$ cat config.mk
export PLATFORM = sky130hd
export DESIGN_NAME = decim_capture
export DESIGN_NICKNAME = d
export VERILOG_FILES = /design/src/rtl/decim_capture_pkg.sv /design/src/rtl/bank_pick.sv /design/src/rtl/cfg_watch.sv /design/src/rtl/decim_stage.sv /design/src/rtl/decim_capture.sv
export SDC_FILE = /design/constraint.sdc
export NUM_CORES = 1
export LEC_CHECK = 0
export BUFFER_PORTS_ARGS = -buffer_cell sky130_fd_sc_hd__clkbuf_2
export CAP_MARGIN = 20
export CELL_PAD_IN_SITES_DETAIL_PLACEMENT = 0
export CELL_PAD_IN_SITES_GLOBAL_PLACEMENT = 1
export CORE_UTILIZATION = 44
export DETAILED_ROUTE_END_ITERATION = 12
export PLACE_DENSITY = 0.82
export SLEW_MARGIN = 20
export SYNTH_ARGS = -nofsm -noshare
export SYNTH_HDL_FRONTEND = slang
export SYNTH_HIERARCHICAL = 1
export SYNTH_SLANG_ARGS = --single-unit
$ cat constraint.sdc
create_clock -name clk -period 5.4 [get_ports clk]
set_clock_uncertainty 0.05 [all_clocks]
set_input_delay 1.62 -clock clk [delete_from_list [all_inputs] [get_ports clk]]
set_output_delay 1.62 -clock clk [all_outputs]
set_load 0.02 [all_outputs]
$ cat src/rtl/decim_capture_pkg.sv
package decim_capture_pkg;

  // Second-stage ratio codes; two codes share the slowest ratio.
  typedef enum logic [1:0] {
    RATE_SLOW_A = 2'b00,
    RATE_SLOW_B = 2'b01,
    RATE_MID    = 2'b10,
    RATE_FAST   = 2'b11
  } rate_code_e;

  localparam int unsigned RATIO_FAST = 2;
  localparam int unsigned RATIO_MID  = 4;
  localparam int unsigned RATIO_SLOW = 8;

  function automatic int unsigned second_ratio(input logic [1:0] code);
    case (rate_code_e'(code))
      RATE_FAST: return RATIO_FAST;
      RATE_MID:  return RATIO_MID;
      default:   return RATIO_SLOW;
    endcase
  endfunction

endpackage

$ cat src/rtl/bank_pick.sv
module bank_pick #(
  parameter int DW = 6
) (
  input  logic          bank_sel,
  input  logic          rdy_a,
  input  logic [DW-1:0] data_a,
  input  logic          rdy_b,
  input  logic [DW-1:0] data_b,
  output logic          pick_vld,
  output logic [DW-1:0] pick_data
);
  always_comb begin
    if (bank_sel) begin
      pick_vld  = rdy_b;
      pick_data = data_b;
    end else begin
      pick_vld  = rdy_a;
      pick_data = data_a;
    end
  end
endmodule

$ cat src/rtl/cfg_watch.sv
module cfg_watch #(
  parameter int RW = 2
) (
  input  logic          clk,
  input  logic          rst,
  input  logic          bank_sel,
  input  logic [RW-1:0] rate_sel,
  output logic          restart
);
  logic          bank_q;
  logic [RW-1:0] rate_q;

  always_ff @(posedge clk) begin
    bank_q <= bank_sel;
    rate_q <= rate_sel;
  end

  assign restart = !rst && ((bank_sel != bank_q) || (rate_sel != rate_q));
endmodule

$ cat src/rtl/decim_stage.sv
module decim_stage #(
  parameter int DW = 6,
  parameter int CW = 2
) (
  input  logic          clk,
  input  logic          rst,
  input  logic          clr,
  input  logic          in_vld,
  input  logic [DW-1:0] in_data,
  input  logic [CW-1:0] ratio_m1,
  output logic          out_vld,
  output logic [DW-1:0] out_data
);
  logic [CW-1:0] cnt;
  logic          last;

  assign last = in_vld && (cnt == ratio_m1);

  always_ff @(posedge clk) begin
    if (rst) begin
      cnt      <= '0;
      out_vld  <= 1'b0;
      out_data <= '0;
    end else if (clr) begin
      cnt     <= '0;
      out_vld <= 1'b0;
    end else begin
      out_vld <= last;
      if (in_vld) cnt <= last ? '0 : cnt + 1'b1;
      if (last) out_data <= in_data;
    end
  end

  // the count never passes the programmed terminal value
  p_cnt_bound_r3: assert property (@(posedge clk) disable iff (rst)
    !clr |-> (cnt <= ratio_m1));

  // output pulse lasts one cycle
  p_pulse_single_r7: assert property (@(posedge clk) disable iff (rst)
    out_vld |=> !out_vld);

  // word holds between pulses
  p_hold_r7: assert property (@(posedge clk) disable iff (rst)
    (!out_vld && !$past(rst)) |-> $stable(out_data));

  // every output pulse follows an accepted input one edge earlier
  p_cause_r6: assert property (@(posedge clk) disable iff (rst)
    out_vld |-> $past(in_vld));
endmodule

$ cat src/rtl/decim_capture.sv
module decim_capture
  import decim_capture_pkg::*;
#(
  parameter int DW          = 6,
  parameter int FIRST_RATIO = 4,
  parameter int RW          = 2
) (
  input  logic          clk,
  input  logic          rst,
  input  logic          bank_sel,
  input  logic [RW-1:0] rate_sel,
  input  logic          rdy_a,
  input  logic [DW-1:0] data_a,
  input  logic          rdy_b,
  input  logic [DW-1:0] data_b,
  output logic [DW-1:0] cap_data,
  output logic          cap_strobe
);
  localparam int C1W = $clog2(FIRST_RATIO);
  localparam int C2W = $clog2(RATIO_SLOW);

  logic          pick_vld;
  logic [DW-1:0] pick_data;
  logic          restart;
  logic          s1_vld;
  logic [DW-1:0] s1_data;
  logic [C2W-1:0] s2_m1;

  assign s2_m1 = C2W'(second_ratio(rate_sel[1:0]) - 1);

  bank_pick #(.DW(DW)) u_pick (
    .bank_sel (bank_sel),
    .rdy_a    (rdy_a),
    .data_a   (data_a),
    .rdy_b    (rdy_b),
    .data_b   (data_b),
    .pick_vld (pick_vld),
    .pick_data(pick_data)
  );

  cfg_watch #(.RW(RW)) u_watch (
    .clk     (clk),
    .rst     (rst),
    .bank_sel(bank_sel),
    .rate_sel(rate_sel),
    .restart (restart)
  );

  decim_stage #(.DW(DW), .CW(C1W)) u_stage1 (
    .clk     (clk),
    .rst     (rst),
    .clr     (restart),
    .in_vld  (pick_vld),
    .in_data (pick_data),
    .ratio_m1(C1W'(FIRST_RATIO - 1)),
    .out_vld (s1_vld),
    .out_data(s1_data)
  );

  decim_stage #(.DW(DW), .CW(C2W)) u_stage2 (
    .clk     (clk),
    .rst     (rst),
    .clr     (restart),
    .in_vld  (s1_vld),
    .in_data (s1_data),
    .ratio_m1(s2_m1),
    .out_vld (cap_strobe),
    .out_data(cap_data)
  );

  // a restart leaves no strobe in flight
  p_restart_quiet_r8: assert property (@(posedge clk) disable iff (rst)
    restart |=> !cap_strobe);

  // outputs are cleared in the cycle after reset
  p_reset_clear_r1: assert property (@(posedge clk)
    rst |=> (!cap_strobe && cap_data == '0));
endmodule

Yosys cells after proc, flatten, opt, wreduce, memory -nomap -nowiden
Cells that the tools add are included.
{"block": "totals", "input_bits": 19, "wordCells": 31, "register_bits": 22, "out_inout_bits": 7}
{"block": "classes", "n_addsub": 3, "bitwise_logic": 1, "n_reduce_logical": 8, "n_eq_ne": 6, "n_mux": 5}
{"op": "equality test 2 bit, second input constant", "count": 3}
{"op": "2-to-1 mux 6 bit", "count": 1}
{"op": "case mux 3 bit (2 select lines)", "count": 1}
{"op": "AND reduction 2 bit", "count": 2}
{"op": "adder 3 x 1 -> 3 bit, second input constant", "count": 1}
{"op": "equality test 3 bit", "count": 1}
{"op": "logical AND 1 bit", "count": 3}
{"op": "2-to-1 mux 3 bit", "count": 1}
{"op": "subtractor 3 x 1 -> 3 bit, second input constant", "count": 1}
{"op": "adder 2 x 1 -> 2 bit, second input constant", "count": 1}
{"op": "2-to-1 mux 2 bit", "count": 1}
{"op": "inequality test 2 bit", "count": 1}
{"op": "OR reduction 2 bit", "count": 1}
{"op": "logical NOT 1 bit", "count": 1}
{"op": "logical OR 1 bit", "count": 1}
{"op": "2-to-1 mux 1 bit", "count": 1}
{"op": "inequality test 1 bit", "count": 1}
{"op": "inverter 1 bit", "count": 1}

Depth between registers and ports, before layout
{"block": "logic_depth", "depth_word": 6, "ltp_mapped": 5, "depth_no_buf": 5}

By module
Netlist, hierarchy kept.
{"module": "decim_stage at u_stage2", "instances": 1, "seq_area_each_um2": 200.2, "area_per_inst_um2": 524.3, "cells_each": 52}
{"module": "decim_stage at u_stage1", "instances": 1, "seq_area_each_um2": 180.2, "area_per_inst_um2": 439.2, "cells_each": 42}
{"module": "bank_pick", "instances": 1, "seq_area_each_um2": 0.0, "area_per_inst_um2": 116.4, "cells_each": 8}
{"module": "cfg_watch", "instances": 1, "seq_area_each_um2": 60.1, "area_per_inst_um2": 92.6, "cells_each": 7}
{"module": "decim_capture", "instances": 1, "seq_area_each_um2": 0.0, "area_per_inst_um2": 11.3, "cells_each": 3}

Least setup slack after synthesis
No wires, ideal clock.
{"block": "synth_path", "path_type": "input to register", "startpoint": "in rate_sel[0]", "endpoint": "reg u_stage2.out_data[0]", "setup_slack_ns": 2.574, "arrival_ns": 2.704, "required_ns": 5.278, "path_stages": 5, "setup_ns": 0.072, "path_buffers": 0, "path_cell_list": "xnor2_1 -> a31oi_1 -> nand2b_1 -> nor4_4 -> mux2i_1"}
{"block": "synth_via", "elab_cells_between_ends": 11, "classes_between": "add/sub (1); eq/ne (4); mux (1); bitwise (1); reduce/logical (4)"}
{"item": "start: declaration", "line": "decim_capture.sv:11", "source": "input logic [RW-1:0] rate_sel,"}
{"item": "inequality test 2 bit", "line": "cfg_watch.sv:18", "source": "assign restart = !rst && ((bank_sel != bank_q) || (rate_sel != rate_q));"}
{"item": "logical OR 1 bit", "line": "cfg_watch.sv:18"}
{"item": "logical AND 1 bit", "line": "cfg_watch.sv:18"}
{"item": "named net restart", "line": "decim_capture.sv:24", "source": "logic restart;"}
{"item": "inverter 1 bit (no source line)"}
{"item": "AND reduction 2 bit (no source line)"}
{"item": "end signal: assignment", "line": "decim_stage.sv:30", "source": "if (last) out_data <= in_data;"}
{"item": "end: declaration", "line": "decim_stage.sv:12", "source": "output logic [DW-1:0] out_data"}
The timed path passes the listed nets, and every way through them passes these cells.
A chain may end at the register's enable or synchronous reset.

Worst setup path in the final report
{"block": "layout_path", "startpoint": "in bank_sel", "endpoint": "reg u_stage2.out_data[2]"}
{"block": "layout_via", "elab_chain_len": 5}
{"item": "start: declaration", "line": "decim_capture.sv:10", "source": "input logic bank_sel,"}
{"item": "inequality test 1 bit", "line": "cfg_watch.sv:18"}
{"item": "logical OR 1 bit", "line": "cfg_watch.sv:18"}
{"item": "logical AND 1 bit", "line": "cfg_watch.sv:18"}
{"item": "named net restart", "line": "decim_capture.sv:24"}
{"item": "inverter 1 bit (no source line)"}
{"item": "AND reduction 2 bit (no source line)"}
The timed path passes the listed nets, and every way through them passes these cells.

==> summary.md <==
The share of the synthesized netlist area taken by xor and xnor gates came out at 7.29%. Summing all placed instances gives a cell area of 0.00135 mm². The worst path meets setup with 2400 ps of slack.

The CTS clock-pin slew for the worst setup and hold paths came out at 110 ps. Cells fill 55.1% of the core in the end. Across every metal layer, demand over resource in global routing totals 15.3%. Basic-gate share of the synthesized area counting and, or, nand and nor cells: 27.3%.

The number of global-route vias before repair was 744. After global routing, the most crowded layer is met2. The leakage power was 0.550 nW. Library cell with the highest instance count after synthesis: nand2b_1. The met3 layer usage reported by global route was 6.21%; the number of warnings printed during yosys synthesis was 6. In this run the register-to-register setup slack is 3640 ps.

The post-route DRC violation count came out at 0. By count the netlist is led by nand2b_1, dfxtp_1, mux2i_1. The prevailing post-synth register cell is dfxtp_1.

Along the worst path, the maximum fanout reaches 9. For this block, the routed nets add up to 1900 µm of wire. After detailed routing, the average wire length per cell comes to 10.9 µm. The clock passes through at most 2 buffers.

The number of placement rows is 18, and the number of enable-type register cells in the synthesized netlist is 0. Counting cells, the worst reg-to-reg path comes to 5. The die outline width is 53.9 µm.

The worst register-to-register path begins at u_watch/rate_q[1]. Summing the areas of all compound-gate instances in the mapped netlist gives 4.76% of the synthesized area. The area growth from synthesis to layout is 16.3%. After synthesis, the netlist uses 32 different library cells.

STA puts the critical path data required time at 5580 ps. The number of CTS-inserted buffers was 3; the proportion of netlist area held by the largest area contributor was 37.2%. The synthesized area divided by synthesized cell count is 10.6 µm². Buffers placed on the I/O ports in this run total 25. The number of hold buffers added after CTS was 0. The repair_antennas step left the layout with diodes totalling 0. The completed layout was analyzed and its total power is 280 µW.

The tools report the register area share after synthesis as 37.2%. The run gives 166 as the number of nets in the final layout. Leading area contributor after synthesis: dfxtp_1. Power density of the placed cells: 204 mW/mm².

In the synthesized netlist the async set-or-reset flop fraction comes to 0%. The endpoint class of the critical path was a flip-flop. During I/O placement, the number of pins put on the boundary was 26.

The post-route netlist has 28.5% of its cells at a drive strength greater than 1. The run gives 174 as the number of standard cells in the layout, taps in and fillers out. The number of clock sinks seen by CTS was 22.

The final route contains 830 vias. Setup total negative slack on the finished layout was measured at 0 ps. The maximum clock frequency is 0.333 GHz, and the floorplan die height is 53.9 µm.

The root buffer cell chosen for the clock tree is clkbuf_4. The worst hold path terminates at u_stage1/out_data[0]. The total placed cells including tap cells is 171, and the total global routing overflow is 0. The clock reaches the later pin of the worst-skew pair after 290 ps. The run gives 0 as the max-capacitance violation count. The post-synthesis adder-cell area fraction was 1.06%.

The final critical-path share of the clock period is 55.6%. After the first detailed-routing iteration, the DRC count stood at 10. The first global-routing pass estimated 3130 µm of wire.

The worst path needs 3000 ps of the cycle, external delays included. The main combinational cell family by area after synthesis was simple AND/OR/NAND/NOR gates. After routing the design area is 0.00138 mm². For the count of final max-slew check failures, the log shows 0. For the total iterations of the first detailed-routing run, the log shows 4. VDD sags by at most 0.135 mV. Setup repair after global routing left no endpoint under its margin. For the die footprint, the log shows 0.00290 mm². The tools report the H-tree depth reported by CTS as 1. In the synthesized netlist, the number of instances is 112. The hold violation count in the final report is 0. The core region is 0.00250 mm².

After clock tree synthesis, the setup repair step added 0 buffers. For the total half-perimeter wirelength after legalization and detailed placement, the log shows 1480 µm. TritonCTS built the clock tree. Final hold analysis gives a worst-case slack of 440 ps. Entering global routing, the biggest net connects 30 pins. The flow ran to the end, and the final reports show no timing, DRC or antenna violations. The worst pin sits at a relative slew slack of 61.7%.

After filler insertion, the fill cell instance count of the layout stands at 235. The tools report the hold path startpoint as u_stage1/out_data[0]. The routed via count divided by cell count is 4.77.

Met2 usage: 24.7%. The tools report the critical path launch point type as a primary input. The number of instances resized during post-cts repair was 0.

The transition time at the pin with the least slew margin was 572 ps. Ranked by total cell area, the synthesized netlist is headed by dfxtp_1, nand2b_1, mux2i_1. In this run the worst hold path is classified as reg2reg.

For this configuration, the core starts out at a cell density of 47.3%. Final setup violation count: 0. Data arrives at the worst endpoint at 3180 ps. The critical path is of the in2reg type. The tools report the number of antenna violations at the first check in global routing as 0. In the global route stage, met1 resource usage came out at 19.3%.

The tools report the final weighted congestion in routability-driven placement as 0.727. The logs give 0 for the remaining antenna violation count and 0.00118 mm² for the synthesized area. The cell count of the worst hold path was 2. The portion of synthesized area spent on multiplexers is 19.9%. After synthesis the netlist holds a flip-flop and latch count of 22. The post-placement worst setup slack was 2070 ps. In this run the critical register-to-register path is captured at u_stage2/out_data[2].
==> how the worst max path moves through the flow <==
stage,startpoint,to,slack [ps],depth (start not counted)
global route,bank_sel,u_stage2/out_data[2],2270,6
floorplan,rate_sel[0],u_stage2/out_data[0],2570,5
detailed placement,bank_sel,u_stage2/out_data[2],2070,6
CTS,bank_sel,u_stage2/out_data[2],2380,6
global placement,bank_sel,u_stage2/out_data[2],2130,6
finish,bank_sel,u_stage2/out_data[2],2400,6
==> sequential cells by signal, indices dropped and copies added (netlist names) <==
signal,count
u_stage1/cnt,2
u_stage1/out_vld,1
u_stage2/out_vld,1
u_stage2/out_data,6
u_stage2/cnt,3
u_watch/bank_q,1
u_stage1/out_data,6
u_watch/rate_q,2
==> routing by layer <==
metal  up-vias  wire length [µm]
met5         -                 0
met4         0                14
met3         2               108
met2        25               850
met1       361               930
li1        442                 -
==> layout by cell type, fill, tap and decap left out, types with 2 or more instances in the layout <==
cell type  netlist  routed
dfxtp_1         22      22
or2b_1           2       2
inv_1            2       2
xor2_1           4       4
clkbuf_4         0       3
mux2_4           7       7
xnor2_1          4       4
nor3_1           2       2
nand2b_1        29      29
clkbuf_2         0      25
conb_1           1       8
mux2i_1         13      13
nor4_1           3       3
a21oi_1          2       2
==> final cells by class <==
| cell class | instances | area, µm² | area share, % |
|---|---|---|---|
| repair buffers | 25 | 125 | 9.09 |
| flip-flops and latches | 22 | 440 | 32.0 |
| well taps | 30 | 37.5 | 2.73 |
| inverters | 2 | 7.51 | 0.545 |
| clock buffers | 3 | 22.5 | 1.64 |
| multi-input cells | 92 | 743 | 54.0 |
==> worst max-delay path, stage by stage <==
cell	delay, ps
clkbuf_2	260
xnor2_1	160
a31oi_1	230
nand2b_1	250
nor4_4	410
mux2i_1	250
==> power by group <==
part	switching [mW]	internal, mW	leakage [nW]
registers	0.00268	0.166	0.179
clock network	0.0441	0.0260	0.0138
logic	0.0186	0.0232	0.357
total	0.0654	0.215	0.550
==> kinds of logic after synthesis <==
| family | count (synthesis) |
|---|---|
| simple gates | 46 |
| flops | 22 |
| mux | 20 |
| xor+xnor | 9 |
| compound gates | 8 |
| buf+inv | 5 |
| fa+ha+maj | 1 |
| other cells | 1 |
(Power assumes the default switching activity.)
